--- src/rtl/rid_pkg.sv ---
// Package: shared widths for the requester ID generator.
// Assumes exactly two PFs; every width below is derived from these constants.
package rid_pkg;
    localparam int NUM_PF = 2;
    localparam int PF_W   = $clog2(NUM_PF);
    localparam int BUS_W  = 8;
    localparam int DEV_W  = 5;
    localparam int FN_W   = 3;                 // function width when ARI is off
    localparam int AFN_W  = DEV_W + FN_W;      // function width when ARI is on
    localparam int ID_W   = BUS_W + AFN_W;
    localparam int LIM_W  = 3;
endpackage

--- src/rtl/rid_capture.sv ---
// Module: rid_capture
// Holds one PF's bus and device numbers and loads them on a write strobe.
// Assumes the strobe is already decoded for this PF.
module rid_capture
    import rid_pkg::*;
(
    input  logic             clk,
    input  logic             rst_n,
    input  logic             wr_en,
    input  logic [BUS_W-1:0] bus_in,
    input  logic [DEV_W-1:0] dev_in,
    output logic [BUS_W-1:0] bus_q,
    output logic [DEV_W-1:0] dev_q
);
    // Purpose: load the routing fields on a strobe, otherwise hold them.
    always_ff @(posedge clk) begin
        if (!rst_n) begin
            bus_q <= '0;
            dev_q <= '0;
        end else if (wr_en) begin
            bus_q <= bus_in;
            dev_q <= dev_in;
        end
    end

    assert_hold_no_strobe_R2: assert property (@(posedge clk) disable iff (!rst_n)
        !wr_en |=> ($stable(bus_q) && $stable(dev_q)));
    assert_load_on_strobe_R2: assert property (@(posedge clk) disable iff (!rst_n)
        wr_en |=> (bus_q == $past(bus_in) && dev_q == $past(dev_in)));
endmodule

--- src/rtl/rid_limit_min.sv ---
// Module: rid_limit_min
// Finds the effective size limit over the PFs that are present.
// Assumes that smaller encodings mean smaller sizes and that PF0 is always present.
module rid_limit_min #(
    parameter int W = 3
) (
    input  logic         pf1_present,
    input  logic [W-1:0] lim_pf0,
    input  logic [W-1:0] lim_pf1,
    output logic [W-1:0] lim_eff
);
    // Purpose: take the minimum when PF1 is present, otherwise pass PF0 through.
    always_comb begin
        if (pf1_present && (lim_pf1 < lim_pf0)) lim_eff = lim_pf1;
        else                                    lim_eff = lim_pf0;
    end

    // Purpose: check that the result never exceeds either contributing field.
    always_comb begin
        assert_not_above_pf0_R6: assert (lim_eff <= lim_pf0);
        if (pf1_present) begin
            assert_not_above_pf1_R7: assert (lim_eff <= lim_pf1);
        end
    end
endmodule

--- src/rtl/rid_compose.sv ---
// Module: rid_compose
// Builds the registered requester ID from the captured fields.
// Assumes the capture registers update at the same edge, so a request sees the values held before that edge.
module rid_compose
    import rid_pkg::*;
(
    input  logic             clk,
    input  logic             rst_n,
    input  logic             ari_en,
    input  logic             req_valid,
    input  logic [PF_W-1:0]  req_pf,
    input  logic [AFN_W-1:0] req_func,
    input  logic [BUS_W-1:0] bus_pf0,
    input  logic [BUS_W-1:0] bus_pf1,
    input  logic [DEV_W-1:0] dev_pf0,
    input  logic [DEV_W-1:0] dev_pf1,
    output logic             id_valid,
    output logic [ID_W-1:0]  id_out
);
    logic [BUS_W-1:0] sel_bus;
    logic [DEV_W-1:0] sel_dev;
    logic [ID_W-1:0]  id_next;

    // Purpose: pick the owning PF's fields and lay out the ID for the current mode.
    always_comb begin
        sel_bus = (req_pf == PF_W'(1)) ? bus_pf1 : bus_pf0;
        sel_dev = (req_pf == PF_W'(1)) ? dev_pf1 : dev_pf0;
        if (ari_en) id_next = {bus_pf0, req_func};
        else        id_next = {sel_bus, sel_dev, req_func[FN_W-1:0]};
    end

    // Purpose: register the ID and its valid flag one cycle after a request.
    always_ff @(posedge clk) begin
        if (!rst_n) begin
            id_valid <= 1'b0;
            id_out   <= '0;
        end else begin
            id_valid <= req_valid;
            if (req_valid) id_out <= id_next;
        end
    end

    assert_valid_follows_R5: assert property (@(posedge clk) disable iff (!rst_n)
        req_valid |=> id_valid);
    assert_idle_holds_R5: assert property (@(posedge clk) disable iff (!rst_n)
        !req_valid |=> (!id_valid && $stable(id_out)));
    assert_ari_layout_R4: assert property (@(posedge clk) disable iff (!rst_n)
        (req_valid && ari_en) |=> (id_out[AFN_W-1:0] == $past(req_func)
                                   && id_out[ID_W-1:AFN_W] == $past(bus_pf0)));
    assert_plain_func_R3: assert property (@(posedge clk) disable iff (!rst_n)
        (req_valid && !ari_en) |=> (id_out[FN_W-1:0] == $past(req_func[FN_W-1:0])));
endmodule

--- src/rtl/reqid_gen.sv ---
// Module: reqid_gen (top)
// Captures per-PF routing fields, generates requester IDs and reduces the size limits.
// Assumes two PFs, with PF0 always present.
module reqid_gen
    import rid_pkg::*;
(
    input  logic             clk,
    input  logic             rst_n,
    input  logic             cap_valid,
    input  logic             cap_pf,
    input  logic [BUS_W-1:0] cap_bus,
    input  logic [DEV_W-1:0] cap_dev,
    input  logic             ari_en,
    input  logic             pf1_present,
    input  logic [LIM_W-1:0] mps_pf0,
    input  logic [LIM_W-1:0] mps_pf1,
    input  logic [LIM_W-1:0] mrrs_pf0,
    input  logic [LIM_W-1:0] mrrs_pf1,
    input  logic             req_valid,
    input  logic             req_pf,
    input  logic [AFN_W-1:0] req_func,
    output logic             id_valid,
    output logic [ID_W-1:0]  id_out,
    output logic [LIM_W-1:0] eff_mps,
    output logic [LIM_W-1:0] eff_mrrs
);
    logic [BUS_W-1:0] bus_arr [NUM_PF];
    logic [DEV_W-1:0] dev_arr [NUM_PF];

    // One capture register set per PF, each written only by its own decoded strobe.
    for (genvar g = 0; g < NUM_PF; g++) begin : g_pf
        rid_capture u_cap (
            .clk    (clk),
            .rst_n  (rst_n),
            .wr_en  (cap_valid && (cap_pf == 1'(g))),
            .bus_in (cap_bus),
            .dev_in (cap_dev),
            .bus_q  (bus_arr[g]),
            .dev_q  (dev_arr[g])
        );
    end

    rid_compose u_compose (
        .clk      (clk),
        .rst_n    (rst_n),
        .ari_en   (ari_en),
        .req_valid(req_valid),
        .req_pf   (req_pf),
        .req_func (req_func),
        .bus_pf0  (bus_arr[0]),
        .bus_pf1  (bus_arr[1]),
        .dev_pf0  (dev_arr[0]),
        .dev_pf1  (dev_arr[1]),
        .id_valid (id_valid),
        .id_out   (id_out)
    );

    rid_limit_min #(.W(LIM_W)) u_mps (
        .pf1_present(pf1_present),
        .lim_pf0    (mps_pf0),
        .lim_pf1    (mps_pf1),
        .lim_eff    (eff_mps)
    );

    rid_limit_min #(.W(LIM_W)) u_mrrs (
        .pf1_present(pf1_present),
        .lim_pf0    (mrrs_pf0),
        .lim_pf1    (mrrs_pf1),
        .lim_eff    (eff_mrrs)
    );

    assert_pf0_only_R6: assert property (@(posedge clk) disable iff (!rst_n)
        !pf1_present |-> (eff_mps == mps_pf0 && eff_mrrs == mrrs_pf0));
endmodule

--- config.mk ---
export PLATFORM = sky130hd
export DESIGN_NAME = reqid_gen
export DESIGN_NICKNAME = d
export VERILOG_FILES = /design/src/rtl/rid_pkg.sv /design/src/rtl/rid_capture.sv /design/src/rtl/rid_limit_min.sv /design/src/rtl/rid_compose.sv /design/src/rtl/reqid_gen.sv
export SDC_FILE = /design/constraint.sdc
export NUM_CORES = 1
export LEC_CHECK = 0
export BUFFER_PORTS_ARGS = -buffer_cell sky130_fd_sc_hd__buf_4
export CORE_MARGIN = 4
export CORE_UTILIZATION = 38
export CTS_CLUSTER_DIAMETER = 40
export DETAILED_ROUTE_END_ITERATION = 10
export SKIP_LAST_GASP = 1
export SLEW_MARGIN = 20
export SYNTH_ARGS = -nofsm -noshare
export SYNTH_HDL_FRONTEND = slang
export SYNTH_SLANG_ARGS = --single-unit
export TNS_END_PERCENT = 1
--- constraint.sdc ---
create_clock -name clk -period 3.8 [get_ports clk]
set_input_delay 0.57 -clock clk [delete_from_list [all_inputs] [get_ports clk]]
set_output_delay 0.57 -clock clk [all_outputs]
set_load 0.01 [all_outputs]
Yosys cells after proc, flatten, opt, wreduce, memory -nomap -nowiden --
Cells that the tools add are included.
Word-level totals: bits of input ports 41, output and inout port bits 23, flip-flop bits (word level) 43
Operators by class: bitwise logic cells 1, reduce and logical (&&, ||, !) cells 4, multiplexer cells 5, $lt $le $gt $ge 2
Operators with widths (number):
- $mux W16 | 1
- $mux W8 | 1
- $lt A3 B3 Y1 | 2
- $mux W3 | 2
- $mux W5 | 1
- $logic_and A1 B1 Y1 | 4
- $not A1 Y1 | 1

Depth between registers and ports, before layout --
Gate-level depths: netlist (run 1).
depth after elaboration 3, gate-level depth with buffers 5, depth with buffers taken out 5

Cells and area by module --
Synthesis (run 1) repeated with hierarchy kept, for this count alone.
Second synthesis, totals: cells, all modules 197, area, all modules 2129.5 um^2
Modules (own cells, without submodules):
- rid_capture | cells an instance 42, times used 2, area each 506.7 um^2
- rid_compose | cells an instance 87, times used 1, area each 864.6 um^2
- rid_limit_min | cells an instance 12, times used 2, area each 117.6 um^2
- reqid_gen | cells an instance 2, times used 1, area each 16.3 um^2

Least setup slack after synthesis (run 1) --
Ideal clock, no wire load.
path kind input to output, from input mrrs_pf0[2], to output eff_mrrs[0], stages 5, arrival 1.539 ns, path buffers 0, slack 1.691 ns, data required time 3.230 ns, cells stage by stage inv_1 > ha_1 > nand2_1 > o2111ai_2 > mux2_2
On the way: word-level cells in the longest chain between the ends 3
Ends and longest elaborated chain:
- from (decl) | line reqid_gen.sv:17 | input logic [LIM_W-1:0] mrrs_pf0,
- $lt A3 B3 Y1 | line rid_limit_min.sv:14 | if (pf1_present && (lim_pf1 < lim_pf0)) lim_eff = lim_pf1;
- $logic_and A1 B1 Y1 | line rid_limit_min.sv:14
- $mux W3 | line rid_limit_min.sv:14
- to (decl) | line reqid_gen.sv:25 | output logic [LIM_W-1:0] eff_mrrs
Every way passes these cells.

Worst setup path after layout (run 1) --
from input mrrs_pf0[2], to output eff_mrrs[2]
On the way: word-level cells in the longest chain between the ends 3
Ends and longest elaborated chain (line):
- $lt A3 B3 Y1 | rid_limit_min.sv:14
- $logic_and A1 B1 Y1 | rid_limit_min.sv:14
- $mux W3 * | rid_limit_min.sv:14
Mark *: on every way between the ends. The rest lies on a longest branch, timed or not.

==> impl_metrics.yaml, run 1 <==
worst_setup_path:
  cpMaxStageDelayCell: "mux2_2"
  cp_data_arrival_time_ps: 1800
  start_kind: "primary input"
  crit_fanout: 3
  crit_path_end_kind: "output port"
  cpPeakStageDelay_ps: 370
  path_cells: "buf_4 > inv_1 > ha_1 > nand2_1 > o2111ai_2 > mux2_2 > buf_4"
  required_ps: 3230
  crit_path_frequent_cell: "buf_4"
  critPathKind: "in2out"
final_layout:
  num-nets-final: 322
  num_antenna_cells: 0
  fillers: 479
  final_cell_area_mm2: 0.00250
  layout-drive-gt1-share: 0.281
  areaGrowthSynthToFinish_pct: 28.7
  fin_util: 0.515
  final_cells: 345
drt:
  drt-pass1-iter-count: 4
  first_iter_violations: 60
  vias_per_cell: 4.71
  vias: 1626
  wirelength_um: 4550
  wl_per_cell_um: 13.2
  drc_errors: 0
  final_antenna_net_count: 0
synthesis:
  synth-edff-count: 0
  synth-seq-cells: 43
  synthXorXnorAreaFrac: 0
  yosysSeqAreaShare: 0.444
  synth-compound-area-share: 0.203
  netlist.area_leader.share: 0.444
  synth_top_family_by_area: "compound AO/OA/AOI/OAI gates"
  ys_warn_count: 0
  synth_flop_cell: "dfxtp_1"
  yosysUniqueCellTypes: 22
  synthSimpleGateAreaFrac: 0.179
  yosysTopAreaCell: "dfxtp_1"
  syn-mean-instance-area_um2: 8.82
  synthCells: 220
  synth.cells.most_frequent: "57 x nand2_1, 43 x dfxtp_1, 26 x a21boi_0"
  synth_most_common_cell: "nand2_1"
  synth_area_mm2: 0.00194
  yosys-top-cells-area: "dfxtp_1 44%, nand2_1 11%, a21boi_0 10%"
  synth_fa_ha_area_frac: 0.0258
  synth_async_sr_flop_share: 0
  synthMuxAreaShare: 0.0916
  synthesis.nets: 265
outcome:
  status: "complete, no violations"
worst_hold_path:
  min_path_type: "reg2reg"
clock_tree:
  ctsResizeCount: 0
  post-cts-setup-buffers: 0
  tritoncts: "done"
  cts_made_buffers: 5
  cts_root_buf: "clkbuf_8"
  ctsHtreeMaxLevel: 2
  clockBufferDepth: 2
  clkTransAtPathRegs_ps: 80
  cts_sinks: 43
  clock_latency_ps: 290
  hold_buffers: 0
global_route:
  grt_pass1_vias: 1563
  grt_max_degree: 44
  grt-ovfl-total: 0
  antenna_found_initial: 0
  grt_pass1_wl_um: 7410
  grt.total_usage: 0.151
place:
  post-dp-hpwl_um: 3220
  placed_area_mm2: 0.00241
  dp.cells: 337
  post-place-ws_ps: 1430
  portBuffers: 63
  routabilityCongestion: 0.716
sta:
  setup_slack_ps: 1430
  min_period_ps: 2370
  hold_viol_final: 0
  final-setup-viol-count: 0
  rsz0062_at_grt: "false"
  report.final.slew_viol_count: 0
  hold_slack_ps: 459
  tightest_slew_ps: 599
  max_freq_ghz: 0.421
  worst_clock_skew_ps: 4.81
  fin_crit_sh: 0.625
  relSlewSlack: 0.600
  fin_tns_setup_ps: 0
floorplan:
  die_w_um: 79.4
  coreArea_mm2: 0.00485
  die-area_mm2: 0.00631
  rows: 25
  ioPinCount: 64
  start_util: 0.400
  die_y_um: 79.4
power:
  p_leak_nw: 1.07
  p_total_mw: 0.922
  ir_worst_vdd_mv: 0.272
  powerDensity_mw_per_mm2: 369
run:
  cap_violations: 0
-- cell usage in the layout, fill, tap and decap left out --
master | synthesis | routed
a211oi_1 | 5 | 5
a21boi_0 | 26 | 26
a21oi_1 | 8 | 8
and2_0 | 1 | 1
and2_1 | 1 | 1
and2b_1 | 1 | 1
buf_4 | 2 | 63
clkbuf_1 | 4 | 1
clkbuf_8 | 0 | 5
clkinv_2 | 0 | 1
clkinvlp_4 | 0 | 1
dfxtp_1 | 43 | 43
ha_1 | 4 | 4
inv_1 | 7 | 7
mux2_2 | 6 | 6
mux2i_1 | 11 | 11
nand2_1 | 57 | 57
nand2b_1 | 2 | 2
nand3b_1 | 5 | 5
nor2b_1 | 10 | 10
o2111ai_2 | 2 | 2
o21ai_0 | 18 | 18
-- routing by layer --
metal | vias to the layer above | track usage | wire [um]
met5 | - | 0 | 0
met4 | 0 | 0.0567 | 64
met3 | 7 | 0.0463 | 299
met2 | 45 | 0.232 | 1930
met1 | 721 | 0.197 | 2250
li1 | 853 | - | -
-- logic make-up after synthesis --
group           count (synthesis)
fa+ha+maj                       4
flops                          43
compound gates                 59
buf+inv                        20
mux                            17
simple gates                   77
-- state kept, by name, indices dropped and copies added, names as in the netlist --
name / count
g_pf.u_cap.bus_q: 16
u_compose.id_out: 16
g_pf.u_cap.dev_q: 10
u_compose.id_valid: 1
-- worst max-delay path: cells and delay by family --
family,cells,cell delay (ps)
multiplexers,1,370
adder cells (fa/ha/maj),1,280
AO/OA/AOI/OAI,1,270
buffers and inverters,3,250
AND/OR/NAND/NOR,1,60
-- final timing paths --
check                                               to  slack, ps                    from  cells after the start
worst max-delay path                       eff_mrrs[2]       1430             mrrs_pf0[2]                      7
worst min-delay path            g_pf[0].u_cap.dev_q[4]        460  g_pf[0].u_cap.dev_q[4]                      2
worst max register to register     u_compose.id_out[3]       2840  g_pf[0].u_cap.dev_q[0]                      3
worst min register to register  g_pf[0].u_cap.dev_q[4]        460  g_pf[0].u_cap.dev_q[4]                      2
-- layout make-up --
type / instances / area [um2] / share of cell area
clock inverters: 2 / 12.5 / 0.00501
well taps: 67 / 83.8 / 0.0336
clock buffers: 6 / 72.6 / 0.0291
inverters: 7 / 26.3 / 0.0105
multi-input cells: 157 / 967 / 0.387
flip-flops and latches: 43 / 861 / 0.345
repair buffers: 63 / 473 / 0.189
-- report_power, final --
| group | internal, mW | total, mW | switching, mW | leakage, nW |
|---|---|---|---|---|
| combinational | 0.0814 | 0.154 | 0.0723 | 0.676 |
| sequential | 0.474 | 0.485 | 0.0110 | 0.353 |
| clock | 0.129 | 0.284 | 0.155 | 0.0412 |
Power figures use the tool's default switching activity.
==> inputs of run 2 (changes only) <==
- PLACE_DENSITY: not set -> 0.65
- clock period: 3.8 -> 1.95 ns (I/O delays scaled with it)
==> run 2 against run 1 <==
Effect of this change: core utilization is 0.15 points higher; sequential cell count is the same; clock skew increased by 3.0 ps; die area unchanged.
==> impl_metrics.yaml, run 2 (synthesis results as in run 1) <==
outcome:
  status: "complete, no violations"
power:
  p_comb_frac: 0.167
  p_seq_frac: 0.527
  ir_worst_vdd_mv: 0.330
  cellInternalPower_mw: 1.33
  p_total_mw: 1.79
  netSwitchingPower_mw: 0.458
  swShare: 0.256
  p_leak_nw: 1.08
  p_clk_frac: 0.306
  powerDensity_mw_per_mm2: 715
worst_setup_path:
  cp_data_arrival_time_ps: 1530
  crit_path_end_kind: "output port"
  start_kind: "primary input"
  cp_top_family: "multiplexers"
  reg2reg_slack_ps: 1070
  r2r_cells: 3
  cpMaxStageDelayCell: "mux2_2"
  crit_path_frequent_cell: "buf_4"
  r2r-end: "u_compose.id_out[4]"
  timing.critical_path.to: "eff_mrrs[1]"
  required_ps: 1660
  cp-startpoint: "mrrs_pf1[2]"
  critPathKind: "in2out"
  cp_num_cells: 6
  cpPeakStageDelay_ps: 370
  crit_fanout: 3
  path_cells: "buf_4 > ha_1 > nand2_1 > o2111ai_2 > mux2_2 > buf_4"
  worst-path-buf-inv: 2
  worstReg2RegStart: "g_pf[0].u_cap.dev_q[1]"
clock_tree:
  cts_root_buf: "clkbuf_8"
  ctsHtreeMaxLevel: 2
  tritoncts: "done"
  cts_made_buffers: 5
  post-cts-setup-buffers: 0
  cts_sinks: 43
  clkTransAtPathRegs_ps: 80
  ctsResizeCount: 0
  hold_buffers: 0
  clockBufferDepth: 2
  clock_latency_ps: 290
final_layout:
  layout_commonest_cell: "buf_4"
  top_regs: "g_pf.u_cap.bus_q (16), u_compose.id_out (16), g_pf.u_cap.dev_q (10)"
  layout-drive-gt1-share: 0.283
  layout_common_cells: "64 x buf_4, 57 x nand2_1, 43 x dfxtp_1, 26 x a21boi_0, 18 x o21ai_0"
  num_antenna_cells: 0
  num-nets-final: 323
  areaGrowthSynthToFinish_pct: 29.1
sta:
  rsz0062_at_grt: "false"
  final-setup-viol-count: 0
  report.final.slew_viol_count: 0
  max_freq_ghz: 0.548
  min_period_ps: 1830
  hold_viol_final: 0
  relSlewSlack: 0.607
  fin_crit_sh: 0.936
  worst_clock_skew_ps: 7.77
  tightest_slew_ps: 590
  fin_tns_setup_ps: 0
drt:
  first_iter_violations: 32
  drc_errors: 0
  drt-pass1-iter-count: 4
  final_antenna_net_count: 0
  wirelength_um: 4400
  vias: 1615
  vias_per_cell: 4.67
  wl_per_cell_um: 12.7
floorplan:
  die_y_um: 79.4
  coreArea_mm2: 0.00485
  ioPinCount: 64
  start_util: 0.400
  die-area_mm2: 0.00631
  rows: 25
  die_w_um: 79.4
worst_hold_path:
  min_path_type: "in2reg"
global_route:
  grt_max_degree: 31
  antenna_found_initial: 0
  grt-ovfl-total: 0
  grt_pass1_vias: 1611
  grt_pass1_wl_um: 7600
  grt.total_usage: 0.151
place:
  post-dp-hpwl_um: 3200
  portBuffers: 63
  routabilityCongestion: 0.722
run:
  cap_violations: 0
## run 2: cell type report
class,instances,area (um2)
Clock inverter,2,12.5
Inverter,7,26.3
Clock buffer,6,72.6
Fill cell,488,2340
Timing Repair Buffer,64,480
Sequential cell,43,861
Tap cell,67,83.8
Multi-Input combinational cell,157,967
## run 2: stage by stage
stage	cells	hold WS [ps]	cell area (um2)	worst slack [ps]	utilization
after floorplan	220	437	1940	396	-
after global placement	338	450	2420	151	0.499
after detailed placement	338	455	2420	131	0.499
after CTS	346	244	2500	123	0.516
after global routing	346	259	2500	48.3	0.516
final	346	252	2500	124	0.516
## run 2: worst min path at each step
| stage | startpoint | end | slack, ps | depth (start not counted) |
|---|---|---|---|---|
| 2_1_floorplan | cap_bus[0] | g_pf[1].u_cap.bus_q[0] | 440 | 2 |
| 3_3_place_gp | g_pf[1].u_cap.bus_q[7] | g_pf[1].u_cap.bus_q[7] | 450 | 2 |
| 3_5_place_dp | g_pf[0].u_cap.dev_q[2] | g_pf[0].u_cap.dev_q[2] | 460 | 2 |
| 4_1_cts | req_func[1] | u_compose.id_out[1] | 240 | 3 |
| 5_1_grt | cap_bus[0] | g_pf[1].u_cap.bus_q[0] | 260 | 3 |
| 6_report | req_func[1] | u_compose.id_out[1] | 250 | 3 |
## run 2: power groups by stage
stage	combinational, mW	sequential, mW	clock, mW
floorplan	0.151	0.971	0
global placement	0.299	0.963	0
detailed placement	0.302	0.965	0
CTS	0.304	0.944	0.567
global route	0.338	0.949	0.604
finish	0.299	0.943	0.549
## run 2: metal layers
| metal | GRT usage | share of wire |
|---|---|---|
| met5 | 0 | 0 |
| met4 | 0.0412 | 0.011 |
| met3 | 0.0485 | 0.067 |
| met2 | 0.240 | 0.45 |
| met1 | 0.195 | 0.48 |
## run 2: worst register-to-register path: stages, from the launching register on
cell and delay, ps:
dfxtp_1 310, nor2b_1 120, a211oi_1 200, o21ai_0 130
